**src/rtl/lt_pkg.sv**
```systemverilog
package lt_pkg;
  localparam int MAX_LANES    = 4;
  localparam int STATUS_BYTES = 6;
  localparam int STATUS_W     = STATUS_BYTES * 8;
  localparam int ALIGN_BIT    = 16;
  localparam int ADJ_BYTE0    = 4;
  localparam logic [1:0] SWING_CAP = 2'd2;

  localparam logic [1:0] KIND_TRAIN   = 2'd0;
  localparam logic [1:0] KIND_STATUS  = 2'd1;
  localparam logic [1:0] KIND_PAT_OFF = 2'd2;

  localparam logic [1:0] PAT_OFF = 2'd0;
  localparam logic [1:0] PAT_CR  = 2'd1;
  localparam logic [1:0] PAT_EQ  = 2'd2;

  typedef struct packed {
    logic initDrive;
    logic applyAdjust;
    logic ldWaitCr;
    logic ldWaitEq;
    logic decWait;
    logic clrTries;
    logic incTries;
    logic setCr;
    logic setEq;
  } dpStrobe_t;

  function automatic logic [1:0] preLimit(input logic [1:0] sw);
    if (sw <= 2'd1)      return 2'd2;
    else if (sw == 2'd2) return 2'd1;
    else                 return 2'd0;
  endfunction
endpackage

```
**src/rtl/lt_datapath.sv**
```systemverilog
module lt_datapath
  import lt_pkg::*;
#(
  parameter int CR_WAIT      = 100,
  parameter int EQ_WAIT      = 400,
  parameter int SAME_LIMIT   = 5,
  parameter int EQ_TRY_LIMIT = 5
) (
  input  logic                clk,
  input  logic                rstN,
  input  dpStrobe_t           stb,
  input  logic [2:0]          laneCount,
  input  logic [STATUS_W-1:0] status,
  output logic [1:0]          swing,
  output logic [1:0]          preEmph,
  output logic                maxSwing,
  output logic                maxPre,
  output logic                crPass,
  output logic                eqPass,
  output logic                sameHit,
  output logic                triesOver,
  output logic                waitLast,
  output logic                crOk,
  output logic                eqOk
);
  localparam int WAIT_MAX = (CR_WAIT > EQ_WAIT) ? CR_WAIT : EQ_WAIT;
  localparam int WAIT_W   = $clog2(WAIT_MAX + 1);
  localparam int SAME_W   = $clog2(SAME_LIMIT + 1);
  localparam int TRY_W    = $clog2(EQ_TRY_LIMIT + 2);

  logic [MAX_LANES-1:0] activeMask;
  logic [MAX_LANES-1:0] crLane, eqLane;
  logic [2:0]           laneSt [MAX_LANES];
  logic [1:0]           reqSw  [MAX_LANES];
  logic [1:0]           reqPe  [MAX_LANES];
  logic [1:0]           maxReqSw, maxReqPe, newSw, newPe, peLim;
  logic                 newMs, newMp;
  logic [SAME_W-1:0]    sameCnt;
  logic [TRY_W-1:0]     tries;
  logic [WAIT_W-1:0]    waitCnt;
  logic                 unusedStatus;

  assign unusedStatus = ^{status[31:17], status[15], status[11], status[7], status[3]};

  always_comb begin
    case (laneCount)
      3'd1:    activeMask = 4'b0001;
      3'd2:    activeMask = 4'b0011;
      default: activeMask = 4'b1111;
    endcase
  end

  for (genvar g = 0; g < MAX_LANES; g++) begin : gLane
    localparam int SB = 8 * (g / 2) + 4 * (g % 2);
    localparam int AB = 8 * (ADJ_BYTE0 + g / 2) + 4 * (g % 2);
    assign laneSt[g] = status[SB +: 3];
    assign reqSw[g]  = status[AB +: 2];
    assign reqPe[g]  = status[AB + 2 +: 2];
    assign crLane[g] = !activeMask[g] || laneSt[g][0];
    assign eqLane[g] = !activeMask[g] || (&laneSt[g]);
  end

  assign crPass = &crLane;
  assign eqPass = status[ALIGN_BIT] && (&eqLane);

  always_comb begin
    maxReqSw = 2'd0;
    maxReqPe = 2'd0;
    for (int i = 0; i < MAX_LANES; i++) begin
      if (activeMask[i]) begin
        if (reqSw[i] > maxReqSw) maxReqSw = reqSw[i];
        if (reqPe[i] > maxReqPe) maxReqPe = reqPe[i];
      end
    end
    newMs = (maxReqSw >= SWING_CAP);
    newSw = newMs ? SWING_CAP : maxReqSw;
    peLim = preLimit(newSw);
    newMp = (maxReqPe >= peLim);
    newPe = newMp ? peLim : maxReqPe;
  end

  assign sameHit   = (newSw == swing) && (sameCnt == SAME_W'(SAME_LIMIT - 1));
  assign triesOver = tries > TRY_W'(EQ_TRY_LIMIT);
  assign waitLast  = waitCnt == WAIT_W'(1);

  always_ff @(posedge clk) begin
    if (!rstN) begin
      swing <= '0; preEmph <= '0; maxSwing <= 1'b0; maxPre <= 1'b0;
      sameCnt <= '0;
    end else if (stb.initDrive) begin
      swing <= '0; preEmph <= '0; maxSwing <= 1'b0; maxPre <= 1'b0;
      sameCnt <= '0;
    end else if (stb.applyAdjust) begin
      swing    <= newSw;
      preEmph  <= newPe;
      maxSwing <= newMs;
      maxPre   <= newMp;
      sameCnt  <= (newSw == swing) ? sameCnt + SAME_W'(1) : '0;
    end
  end

  always_ff @(posedge clk) begin
    if (!rstN || stb.initDrive || stb.clrTries) tries <= '0;
    else if (stb.incTries)                      tries <= tries + TRY_W'(1);
  end

  always_ff @(posedge clk) begin
    if (!rstN)             waitCnt <= '0;
    else if (stb.ldWaitCr) waitCnt <= WAIT_W'(CR_WAIT);
    else if (stb.ldWaitEq) waitCnt <= WAIT_W'(EQ_WAIT);
    else if (stb.decWait)  waitCnt <= waitCnt - WAIT_W'(1);
  end

  always_ff @(posedge clk) begin
    if (!rstN || stb.initDrive) begin
      crOk <= 1'b0;
      eqOk <= 1'b0;
    end else begin
      if (stb.setCr) crOk <= 1'b1;
      if (stb.setEq) eqOk <= 1'b1;
    end
  end
endmodule

```
**src/rtl/lt_control.sv**
```systemverilog
module lt_control
  import lt_pkg::*;
(
  input  logic       clk,
  input  logic       rstN,
  input  logic       start,
  input  logic       rspValid,
  input  logic       rspOk,
  input  logic       crPass,
  input  logic       eqPass,
  input  logic       sameHit,
  input  logic       triesOver,
  input  logic       waitLast,
  input  logic       maxSwing,
  output dpStrobe_t  stb,
  output logic       reqValid,
  output logic [1:0] reqKind,
  output logic [1:0] reqPattern,
  output logic [1:0] txPattern,
  output logic       busy,
  output logic       done
);
  typedef enum logic [2:0] {S_IDLE, S_WRITE, S_WAIT, S_READ, S_OFF} state_e;

  state_e state, nxt;
  logic   phaseEq, goEq;

  always_comb begin
    stb  = '0;
    nxt  = state;
    goEq = 1'b0;
    case (state)
      S_IDLE: if (start) begin
        stb.initDrive = 1'b1;
        nxt = S_WRITE;
      end
      S_WRITE: if (rspValid) begin
        if (rspOk) begin
          stb.ldWaitCr = !phaseEq;
          stb.ldWaitEq = phaseEq;
          nxt = S_WAIT;
        end else begin
          nxt = S_OFF;
        end
      end
      S_WAIT: begin
        if (waitLast) nxt = S_READ;
        else          stb.decWait = 1'b1;
      end
      S_READ: if (rspValid) begin
        if (!rspOk) begin
          nxt = S_OFF;
        end else if (!phaseEq) begin
          if (crPass) begin
            stb.setCr    = 1'b1;
            stb.clrTries = 1'b1;
            goEq = 1'b1;
            nxt  = S_WRITE;
          end else if (maxSwing) begin
            nxt = S_OFF;
          end else begin
            stb.applyAdjust = 1'b1;
            nxt = sameHit ? S_OFF : S_WRITE;
          end
        end else begin
          if (eqPass) begin
            stb.setEq = 1'b1;
            nxt = S_OFF;
          end else if (triesOver) begin
            nxt = S_OFF;
          end else begin
            stb.applyAdjust = 1'b1;
            stb.incTries    = 1'b1;
            nxt = S_WRITE;
          end
        end
      end
      S_OFF: if (rspValid) nxt = S_IDLE;
      default: nxt = S_IDLE;
    endcase
  end

  always_ff @(posedge clk) begin
    if (!rstN) begin
      state   <= S_IDLE;
      phaseEq <= 1'b0;
      done    <= 1'b0;
    end else begin
      state <= nxt;
      done  <= (state == S_OFF) && rspValid;
      if (state == S_IDLE && start) phaseEq <= 1'b0;
      else if (goEq)                phaseEq <= 1'b1;
    end
  end

  assign busy       = state != S_IDLE;
  assign reqValid   = (state == S_WRITE) || (state == S_READ) || (state == S_OFF);
  assign reqKind    = (state == S_READ) ? KIND_STATUS :
                      (state == S_OFF)  ? KIND_PAT_OFF : KIND_TRAIN;
  assign txPattern  = (busy && state != S_OFF) ? (phaseEq ? PAT_EQ : PAT_CR) : PAT_OFF;
  assign reqPattern = txPattern;
endmodule

```
**src/rtl/link_train_seq.sv**
```systemverilog
module link_train_seq
  import lt_pkg::*;
#(
  parameter int CR_WAIT      = 100,
  parameter int EQ_WAIT      = 400,
  parameter int SAME_LIMIT   = 5,
  parameter int EQ_TRY_LIMIT = 5
) (
  input  logic        clk,
  input  logic        rstN,
  input  logic        start,
  input  logic [2:0]  laneCount,
  output logic        reqValid,
  output logic [1:0]  reqKind,
  output logic [1:0]  reqPattern,
  output logic [7:0]  reqDrive,
  input  logic        rspValid,
  input  logic        rspOk,
  input  logic [47:0] rspStatus,
  output logic [1:0]  txPattern,
  output logic [1:0]  txSwing,
  output logic [1:0]  txPreEmph,
  output logic        busy,
  output logic        done,
  output logic        crOk,
  output logic        eqOk
);
  dpStrobe_t stb;
  logic crPass, eqPass, sameHit, triesOver, waitLast, maxSwing, maxPre;

  lt_control uCtrl (
    .clk(clk), .rstN(rstN), .start(start), .rspValid(rspValid), .rspOk(rspOk),
    .crPass(crPass), .eqPass(eqPass), .sameHit(sameHit), .triesOver(triesOver),
    .waitLast(waitLast), .maxSwing(maxSwing), .stb(stb), .reqValid(reqValid),
    .reqKind(reqKind), .reqPattern(reqPattern), .txPattern(txPattern),
    .busy(busy), .done(done)
  );

  lt_datapath #(
    .CR_WAIT(CR_WAIT), .EQ_WAIT(EQ_WAIT),
    .SAME_LIMIT(SAME_LIMIT), .EQ_TRY_LIMIT(EQ_TRY_LIMIT)
  ) uDp (
    .clk(clk), .rstN(rstN), .stb(stb), .laneCount(laneCount), .status(rspStatus),
    .swing(txSwing), .preEmph(txPreEmph), .maxSwing(maxSwing), .maxPre(maxPre),
    .crPass(crPass), .eqPass(eqPass), .sameHit(sameHit), .triesOver(triesOver),
    .waitLast(waitLast), .crOk(crOk), .eqOk(eqOk)
  );

  assign reqDrive = {2'b00, maxPre, txPreEmph, maxSwing, txSwing};
endmodule

```
**config.mk**
```make
export PLATFORM = sky130hd
export DESIGN_NAME = link_train_seq
export DESIGN_NICKNAME = d
export VERILOG_FILES = /design/src/rtl/lt_pkg.sv /design/src/rtl/lt_datapath.sv /design/src/rtl/lt_control.sv /design/src/rtl/link_train_seq.sv
export SDC_FILE = /design/constraint.sdc
export NUM_CORES = 1
export LEC_CHECK = 0
export ABC_CLOCK_PERIOD_IN_PS = 9900
export BUFFER_PORTS_ARGS = -buffer_cell sky130_fd_sc_hd__clkbuf_2
export CAP_MARGIN = 5
export CELL_PAD_IN_SITES_DETAIL_PLACEMENT = 0
export CELL_PAD_IN_SITES_GLOBAL_PLACEMENT = 2
export CORE_ASPECT_RATIO = 1.25
export CORE_MARGIN = 2
export CORE_UTILIZATION = 30
export CTS_CLUSTER_DIAMETER = 100
export DETAILED_ROUTE_END_ITERATION = 7
export GPL_TIMING_DRIVEN = 0
export PLACE_DENSITY = 0.82
export SLEW_MARGIN = 0
export SYNTH_ARGS = -nofsm -noshare
export SYNTH_HDL_FRONTEND = slang
export SYNTH_SLANG_ARGS = --single-unit
```
**constraint.sdc**
```tcl
create_clock -name clk -period 9.9 [get_ports clk]
set_input_delay 1.98 -clock clk [delete_from_list [all_inputs] [get_ports clk]]
set_output_delay 1.98 -clock clk [all_outputs]
set_load 0.02 [all_outputs]
```
==> impl_metrics.env, run 1 <==
export IMPL_max_stage_delay_ns=0.39
export IMPL_grt_max_degree=17
export IMPL_fin_crit_sh=0.560
export IMPL_crit_chain="buf_2, or3b_1, clkbuf_2, o221ai_1, mux2_2, ha_1, inv_1, o22ai_1, nor2_1, nor2_1, a21oi_1, ha_1, inv_1, o22ai_1, nor2_1, a21oi_1, o22ai_1, ha_1, nor2b_1, o21bai_1, nand2_1, o211a_1, nor3_1"
export IMPL_powerDensity_nw_per_um2=139
export IMPL_cts_setup_buffers=0
export IMPL_reg2reg_slack_ns=7.77
export IMPL_min_period_ns=5.54
export IMPL_cts_buffers=3
export IMPL_maxCapViolations=0
export IMPL_cpMaxStageDelayCell="mux2_2"
export IMPL_final_util=0.371
export IMPL_slew_violations=0
export IMPL_htreeDepth=1
export IMPL_design_area_um2=2730
export IMPL_finClkSkew_ns=0.00683
export IMPL_die_w_um=82.0
export IMPL_hp_class="register to register"
export IMPL_finalSetupTns_ns=0
export IMPL_syn_to_final_growth_pct=19.4
export IMPL_leakagePower_nw=1.27
export IMPL_viasPerCell=4.85
export IMPL_synth_main_ff_cell="dfxtp_1"
export IMPL_cp_required_ns=10.11
export IMPL_r2r_start="uDp.waitCnt[2]"
export IMPL_setup_viol=0
export IMPL_core_area_um2=7360
export IMPL_start_util=0.310
export IMPL_dr_pass1_iters=4
export IMPL_syn_instance_count=290
export IMPL_gr_usage_all_layers=0.134
export IMPL_antenna_found_initial=0
export IMPL_yosysWarningCount=0
export IMPL_grt_pass1_vias=2020
export IMPL_endpoint="uDp.preEmph[0]"
export IMPL_clk_pin_slew_worst_paths_ns=0.10
export IMPL_crit_type="input pin to register"
export IMPL_irDropWorstVdd_v=0.0000775
export IMPL_fp_dieArea_um2=8330
export IMPL_path_depth=23
export IMPL_dr_first_iter_drc_count=32
export IMPL_avgRoutedWirePerCell_um=12.1
export IMPL_die_h_um=102
export IMPL_ctsResizeCount=0
export IMPL_grt_pass1_wl_um=8930
export IMPL_r2r_end="uCtrl.state[0]"
export IMPL_cp_start_kind="input pin"
export IMPL_max_freq_mhz=181
export IMPL_vias=2142
export IMPL_port_buffers=55
export IMPL_hold_violations=0
export IMPL_cts_tree="yes"
export IMPL_drive_gt1_frac=0.254
export IMPL_cts_path_max_buffers=2
export IMPL_rsz0062_at_grt="false"
export IMPL_root_buffer="clkbuf_8"
export IMPL_final_antenna_net_count=0
export IMPL_ys_seq_area_frac=0.237
export IMPL_n_antenna_cell=0
export IMPL_dpl_cell_area_um2=2680
export IMPL_clk_latency_ns=0.27
export IMPL_r2r_cells=6
export IMPL_cts_sinks=27
export IMPL_io_pins=79
export IMPL_crit_family="compound AO/OA/AOI/OAI gates"
export IMPL_startpoint="laneCount[2]"
export IMPL_cp_arrival_ns=5.74
export IMPL_synth_cell_area_um2=2280
export IMPL_worstPathMaxFanout=10
export IMPL_post_dp_hpwl_um=4410
export IMPL_synthArstFlopShare=0
export IMPL_grt_overflow=0
export IMPL_ys_ff_latch=27
export IMPL_syn_avg_cell_area_um2=7.87
export IMPL_outcome="finished, final reports clean"
export IMPL_cp_buffers_inverters=4
export IMPL_routabilityCongestion=0.726
export IMPL_post_route_drc_count=0
export IMPL_wirelength_um=5330
export IMPL_p_total_uw=380
export IMPL_synth_cell_types=59
export IMPL_num_rows=35
export IMPL_crit_path_end_kind="register"
export IMPL_nets=434
export IMPL_synth_edff_count=0
export IMPL_cts_hold_buf=0
worst reg2reg max path: cells and delay by family (launching register included):
| kind | cells | cell delay [ns] |
|---|---|---|
| and+or+nand+nor | 3 | 1.05 |
| AOI/OAI and AO/OA | 3 | 0.65 |
| DFF | 1 | 0.37 |
per-layer routing:
| metal | wire [um] | GRT usage |
|---|---|---|
| met1 | 2310 | 0.155 |
| met2 | 2780 | 0.255 |
| met3 | 186 | 0.0160 |
| met4 | 56 | 0.0333 |
| met5 | 0 | 0 |
placed cells by master, fill, tap and decap left out, types with 6 or more instances in the layout:
cell type	netlist	final
buf_4	10	10
nor2_1	33	33
o21a_1	6	6
o21ai_0	8	8
nand4_1	6	6
dfxtp_1	27	27
nand2b_1	8	8
a21oi_1	19	19
nand3_1	8	8
ha_1	27	27
clkbuf_2	1	56
nand2_1	15	15
inv_1	33	33
worst min-delay path by stage:
stage | from | to | slack [ns] | depth (start not counted)
2_1_floorplan | uDp.maxPre | uDp.maxPre | 0.46 | 2
3_3_place_gp | uDp.sameCnt[1] | uDp.sameCnt[1] | 0.47 | 2
3_5_place_dp | uDp.eqOk | uDp.eqOk | 0.47 | 2
4_1_cts | uDp.sameCnt[1] | uDp.sameCnt[1] | 0.50 | 2
5_1_grt | uDp.sameCnt[1] | uDp.sameCnt[1] | 0.53 | 2
6_report | uDp.eqOk | uDp.eqOk | 0.50 | 2
metrics by stage:
stage | instances | hold slack [ns] | worst slack (ns)
final | 442 | 0.496 | 4.36
after global routing | 442 | 0.529 | 4.02
after detailed placement | 438 | 0.474 | 4.09
after CTS | 442 | 0.499 | 4.36
after floorplan | 291 | 0.462 | 4.50
after global placement | 438 | 0.475 | 4.09
cell families (layout without fill, tap and decap cells):
kind of cell	Yosys count	in the layout	synth area share
adders and majority gates	27	27	0.148
and+or+nand+nor	105	105	0.253
muxes	6	6	0.0274
buffers and inverters	49	108	0.0986
xor gates and xnor gates	7	7	0.0268
AOI/OAI and AO/OA	68	68	0.208
DFF	27	27	0.237
other	1	2	0.00164
cell type report:
type / count / area (um^2)
multi-input combinational: 215 / 1520
buffer: 16 / 101
clock buffer: 3 / 41.3
timing repair buffer: 55 / 275
fill: 821 / 4630
inverter: 33 / 124
clock inverter: 1 / 7.51
sequential: 27 / 541
tap: 92 / 115
where the power goes:
part	switching, mW	internal, mW	leakage [nW]
clock	0.0355	0.0286	0.0217
sequential	0.0146	0.121	0.219
combinational	0.103	0.0772	1.03
flip-flops by register name, summed over array words and instances, names as in the netlist:
register      flops
uCtrl.done        1
uDp.eqOk          1
uDp.swing         2
uDp.maxPre        1
uDp.waitCnt       9
uDp.sameCnt       3
uDp.crOk          1
uDp.tries         3
uDp.maxSwing      1
uCtrl.state       3
uDp.preEmph       2
cells in the mapped netlist, drive strengths merged, types with 3 or more instances:
master	count	area [um^2]
a211oi	4	35.0
a21oi	19	95.1
a31oi	3	33.8
and2	3	18.8
buf	12	85.1
clkbuf	4	16.3
dfxtp	27	541
ha	27	338
inv	33	124
mux2i	4	40.0
nand2	15	56.3
nand2b	8	50.1
nand3	8	40.0
nand3b	4	30.0
nand4	6	37.5
nor2	33	124
nor2b	4	25.0
nor3	5	36.3
o211ai	4	30.0
o21a	6	45.0
o21ai	8	40.0
o21bai	5	37.5
o22ai	5	31.3
or2	4	25.0
xnor2	5	43.8
Power figures use the tool's default switching activity.
==> inputs of run 2 (changes only) <==
- ABC_AREA: unset -> 1
- ABC_CLOCK_PERIOD_IN_PS: 9900 -> 5560
- CORE_UTILIZATION: 30 -> 26
- PLACE_DENSITY: 0.82 -> 0.75
- clock period: 9.9 -> 5.56 ns (I/O delays scaled with it)
==> impl_metrics.env, run 2 <==
export IMPL_outcome="finished, final reports clean"
export IMPL_largest_reg_flops=9
export IMPL_maxCapViolations=0
export IMPL_instances_no_fill=495
export IMPL_post_dp_hpwl_um=4500
export IMPL_syn_instance_count=333
export IMPL_cts_buffers=3
export IMPL_p_seq_frac=0.345
export IMPL_worst_hold_slack_ns=0.473
export IMPL_syn_to_final_growth_pct=20.3
export IMPL_seqCellArea_um2=541
export IMPL_crit_type="input pin to register"
export IMPL_synth_cell_area_um2=2270
export IMPL_root_buffer="clkbuf_8"
export IMPL_synth_compound_area_frac=0.160
export IMPL_synthTopCellsByCount="63 x inv_1, 54 x nand2_1, 46 x nor2_1"
export IMPL_setup_viol=0
export IMPL_cp_required_ns=5.77
export IMPL_synthSimpleGateAreaFrac=0.269
export IMPL_p_int_uw=394
export IMPL_final_util=0.319
export IMPL_clk_latency_ns=0.28
export IMPL_cts_path_max_buffers=2
export IMPL_post_route_drc_count=0
export IMPL_design_area_um2=2730
export IMPL_wirelength_um=5250
export IMPL_yosys_area_share_adder=0.149
export IMPL_leakagePower_nw=1.52
export IMPL_slew_headroom=0.442
export IMPL_power_switching_uw=311
export IMPL_synth_top_cell_by_area="dfxtp_1"
export IMPL_rsz0062_at_grt="false"
export IMPL_min_period_ns=4.08
export IMPL_syn_avg_cell_area_um2=6.80
export IMPL_antenna_found_initial=0
export IMPL_worstPathMaxFanout=2
export IMPL_dpl_cell_area_um2=2680
export IMPL_grt_pass1_vias=2152
export IMPL_switching_share=0.441
export IMPL_cts_tree="yes"
export IMPL_clk_pin_slew_worst_paths_ns=0.10
export IMPL_layout_common_cells="63 x inv_1, 57 x clkbuf_2, 54 x nand2_1"
export IMPL_largest_register="uDp.waitCnt"
export IMPL_cp_start_kind="input pin"
export IMPL_n_antenna_cell=0
export IMPL_gr_usage_all_layers=0.123
export IMPL_die_w_um=87.5
export IMPL_slew_violations=0
export IMPL_vias=2181
export IMPL_irDropWorstVdd_v=0.000181
export IMPL_synth_main_ff_cell="dfxtp_1"
export IMPL_cts_sinks=27
export IMPL_ctsResizeCount=0
export IMPL_core_area_um2=8560
export IMPL_grt_overflow=0
export IMPL_max_freq_mhz=245
export IMPL_yosysWarningCount=0
export IMPL_fp_dieArea_um2=9480
export IMPL_yosys_area_top_type_share=0.239
export IMPL_routabilityCongestion=0.756
export IMPL_ys_ff_latch=27
export IMPL_finClkSkew_ns=0.00156
export IMPL_fin_crit_sh=0.734
export IMPL_synth_top_family_by_area="simple AND/OR/NAND/NOR gates"
export IMPL_synthTopCellsByArea="dfxtp_1 24%, ha_1 15%, inv_1 10%"
export IMPL_fill_cells=956
export IMPL_place_inst=491
export IMPL_htreeDepth=1
export IMPL_synthArstFlopShare=0
export IMPL_synthXorXnorAreaFrac=0.0193
export IMPL_drive_gt1_frac=0.241
export IMPL_synth_edff_count=0
export IMPL_ys_seq_area_frac=0.239
export IMPL_nets=479
export IMPL_final_antenna_net_count=0
export IMPL_num_rows=38
export IMPL_muxShareOfSynthArea=0.00883
export IMPL_port_buffers=57
export IMPL_cts_hold_buf=0
export IMPL_grt_pass1_wl_um=9470
export IMPL_yosysMostFrequentCell="inv_1"
export IMPL_dr_first_iter_drc_count=63
export IMPL_mostFrequentLayoutCell="inv_1"
export IMPL_die_h_um=108
export IMPL_dr_pass1_iters=5
export IMPL_finalSetupTns_ns=0
export IMPL_pwr_share_comb=0.488
export IMPL_start_util=0.265
export IMPL_hp_class="register to register"
export IMPL_multi_input_area_um2=1380
export IMPL_powerDensity_nw_per_um2=258
export IMPL_cp_arrival_ns=4.29
export IMPL_worst_pin_slew_ns=0.828
export IMPL_clockPowerShare=0.167
export IMPL_avgRoutedWirePerCell_um=10.6
export IMPL_grt_max_degree=16
export IMPL_io_pins=79
export IMPL_hold_violations=0
export IMPL_viasPerCell=4.41
export IMPL_cts_setup_buffers=0
export IMPL_synth_cell_types=40
export IMPL_crit_path_end_kind="register"
[run 2: layer usage]
metal  track usage  vias up  routed length (um)
met5             0        -                   0
met4        0.0165        0                  24
met3        0.0221        2                 199
met2         0.227       37                2690
met1         0.149      976                2340
li1              -     1166                   -
[run 2: path summary, 6_finish.rpt]
check                  from             end  slack, ns  cells after the start
min reg2reg        uDp.eqOk        uDp.eqOk       0.47                      1
max           rspStatus[39]  uDp.preEmph[0]       1.48                     21
max reg2reg  uCtrl.state[0]    uDp.tries[1]       3.37                      8
min                uDp.eqOk        uDp.eqOk       0.47                      1
[run 2: logic make-up after synthesis]
family                     count (synthesis)
and+or+nand+nor                          136
buffers and inverters                     80
AOI/OAI and AO/OA                         55
adders and majority gates                 27
DFF                                       27
xor gates and xnor gates                   5
muxes                                      2
other                                      1
[run 2: power by group through the flow]
| stage | clock network [mW] | registers (mW) | logic [mW] |
|---|---|---|---|
| detailed placement | 0 | 0.246 | 0.347 |
| finish | 0.118 | 0.243 | 0.344 |
| global route | 0.134 | 0.247 | 0.398 |
| global placement | 0 | 0.247 | 0.347 |
| CTS | 0.124 | 0.242 | 0.349 |
| floorplan | 0 | 0.241 | 0.261 |
[run 2: layout make-up]
type,count,share of cell area
clock buffers,3,0.0151
plain buffers,11,0.0317
multi-input cells,227,0.507
inverters,69,0.0959
flip-flops and latches,27,0.198
repair buffers,57,0.105
well taps,100,0.0459
clock inverters,1,0.00184
[run 2: through the flow]
stage / power [mW] / setup slack, ns
5_1_grt: 0.780 / 1.06
3_5_place_dp: 0.594 / 1.17
2_1_floorplan: 0.503 / 1.61
4_1_cts: 0.716 / 1.43
3_3_place_gp: 0.594 / 1.17
6_report: 0.705 / 1.48
[run 2: critical path, cell delays in order]
cell	delay, ns
clkbuf_2	0.09
inv_1	0.04
ha_1	0.29
o21bai_1	0.12
nand3_1	0.09
mux2i_1	0.18
inv_1	0.09
ha_1	0.27
inv_1	0.03
o221ai_1	0.22
o21ai_1	0.12
ha_1	0.28
inv_1	0.03
o221ai_1	0.21
mux2i_1	0.28
ha_1	0.27
nor2_1	0.10
o21bai_1	0.08
nor2_1	0.15
o22ai_1	0.11
a21oi_1	0.12
==> inputs of run 3 (changes only) <==
- ABC_CLOCK_PERIOD_IN_PS: 5560 -> 3400
- CORE_UTILIZATION: 26 -> 24
- PLACE_DENSITY: 0.75 -> 0.73
- clock period: 5.56 -> 3.4 ns (I/O delays scaled with it)
==> impl_metrics.env, run 3 (same netlist as run 2, synthesis figures left out) <==
export IMPL_hold_violations=0
export IMPL_clk_latency_ns=0.27
export IMPL_powerDensity_nw_per_um2=431
export IMPL_irDropWorstVdd_v=0.000288
export IMPL_violations="negative setup slack"
export IMPL_crit_type="input pin to register"
export IMPL_layout_common_cells="57 x inv_1, 53 x clkbuf_2, 52 x nand2_1"
export IMPL_root_buffer="clkbuf_16"
export IMPL_p_total_mw=1.32
export IMPL_final_antenna_net_count=0
export IMPL_post_route_drc_count=0
export IMPL_cts_hold_buf=0
export IMPL_post_dp_hpwl_um=4620
export IMPL_cts_buffers=3
export IMPL_fin_crit_sh=1.05
export IMPL_maxCapViolations=0
export IMPL_nets=494
export IMPL_hp_class="register to register"
export IMPL_leakagePower_nw=1.62
export IMPL_num_rows=39
export IMPL_grt_overflow=0
export IMPL_htreeDepth=1
export IMPL_die_w_um=90.9
export IMPL_rsz0062_at_grt="true"
export IMPL_largest_register="uDp.waitCnt"
export IMPL_max_freq_mhz=281
export IMPL_viasPerCell=4.14
export IMPL_holdPathStages=1
export IMPL_grt_pass1_wl_um=9650
export IMPL_place_inst=514
export IMPL_grt_use_met1=0.130
export IMPL_largest_reg_flops=9
export IMPL_pre_cts_ws_ns=-0.483
export IMPL_routabilityCongestion=0.728
export IMPL_antenna_found_initial=0
export IMPL_io_pins=79
export IMPL_slew_headroom=0.498
export IMPL_clk_pin_slew_worst_paths_ns=0.08
export IMPL_slew_violations=0
export IMPL_cp_arrival_ns=3.69
export IMPL_r2r_cells=8
export IMPL_cts_sinks=27
export IMPL_instances_no_fill=533
export IMPL_cp_start_kind="input pin"
export IMPL_core_area_um2=9170
export IMPL_worst_hold_slack_ns=0.479
export IMPL_r2r_start="uCtrl.state[0]"
export IMPL_met2_usage=0.225
export IMPL_grt_max_degree=17
export IMPL_gr_usage_all_layers=0.113
export IMPL_crit_path_end_kind="register"
export IMPL_dr_first_iter_drc_count=86
export IMPL_avgRoutedWirePerCell_um=10.5
export IMPL_cp_required_ns=3.53
export IMPL_mostFrequentLayoutCell="inv_1"
export IMPL_wirelength_um=5620
export IMPL_start_util=0.247
export IMPL_die_h_um=113
export IMPL_setup_viol=2
export IMPL_dr_pass1_iters=4
export IMPL_outcome="finished with violations"
export IMPL_grtUsageMet3=0.0188
export IMPL_busiest_layer="met2"
export IMPL_drive_gt1_frac=0.329
export IMPL_cts_path_max_buffers=2
export IMPL_min_period_ns=3.56
export IMPL_worst_pin_slew_ns=0.745
export IMPL_port_buffers=57
export IMPL_syn_to_final_growth_pct=35.6
export IMPL_worstPathMaxFanout=2
export IMPL_reg2reg_slack_ns=1.32
export IMPL_fp_dieArea_um2=10200
export IMPL_vias=2207
export IMPL_finalSetupTns_ns=-0.259
export IMPL_setup_ws_ns=-0.157
export IMPL_n_antenna_cell=0
export IMPL_finClkSkew_ns=0.00751
export IMPL_min_delay_start="uDp.eqOk"
export IMPL_r2r_end="uDp.tries[1]"
export IMPL_worst_hold_path_endpoint="uDp.eqOk"
export IMPL_cts_tree="yes"
export IMPL_grt_pass1_vias=2192
==> run 3: power breakdown <==
group	internal, mW	switching [mW]
Clock	0.160	0.122
Sequential	0.356	0.0424
Combinational	0.261	0.382
Total	0.777	0.546
==> run 3: per-layer routing <==
metal / up-vias / wire length (um)
li1: 1197 / -
met1: 971 / 2470
met2: 37 / 2940
met3: 2 / 185
met4: 0 / 27
met5: - / 0
==> run 3: what timing repair did <==
action                                  CTS  global route
buffers inserted                         11             5
resized for setup                         7            34
endpoints found under the setup margin    4             7
pin swaps                                 8            25
==> run 3: final cells by class <==
class / count / area, um^2
inverter: 69 / 277
buffer: 11 / 86.3
multi-input combinational: 227 / 1500
fill: 1031 / 6100
timing repair buffer: 72 / 434
tap: 123 / 154
sequential: 27 / 541
clock buffer: 3 / 75.1
clock inverter: 1 / 7.51
==> run 3: how the worst max path moves through the flow <==
stage               slack [ns]     startpoint  cells past startpoint             end
finish                   -0.16  rspStatus[39]                     24  uDp.preEmph[0]
global route             -0.37  rspStatus[39]                     21  uDp.preEmph[0]
CTS                      -0.14  rspStatus[39]                     22  uDp.preEmph[0]
detailed placement       -0.48  rspStatus[39]                     22  uDp.preEmph[0]
global placement         -0.46  rspStatus[39]                     21  uDp.preEmph[0]
floorplan                -0.04  rspStatus[39]                     20  uDp.preEmph[0]
==> run 3: metrics by stage <==
stage          instance area (um^2)   util
6_report                       3070  0.335
5_1_grt                        3070  0.335
4_1_cts                        2920  0.319
3_5_place_dp                   2720  0.297
3_3_place_gp                   2720  0.297
2_1_floorplan                  2280      -
==> run 3: worst max-delay path: stages <==
cell and delay, ns:
buf_8 0.10, inv_4 0.05, ha_4 0.19, o21bai_1 0.14
nand3_2 0.09, mux2i_1 0.15, inv_1 0.09, ha_4 0.28
inv_4 0.03, o221ai_4 0.19, o21ai_2 0.09, ha_1 0.29
inv_2 0.04, o221ai_2 0.20, mux2i_2 0.28, buf_4 0.14
buf_4 0.09, buf_4 0.09, buf_4 0.09, buf_4 0.09
buf_4 0.09, inv_1 0.04, o22ai_2 0.13, a21oi_2 0.07
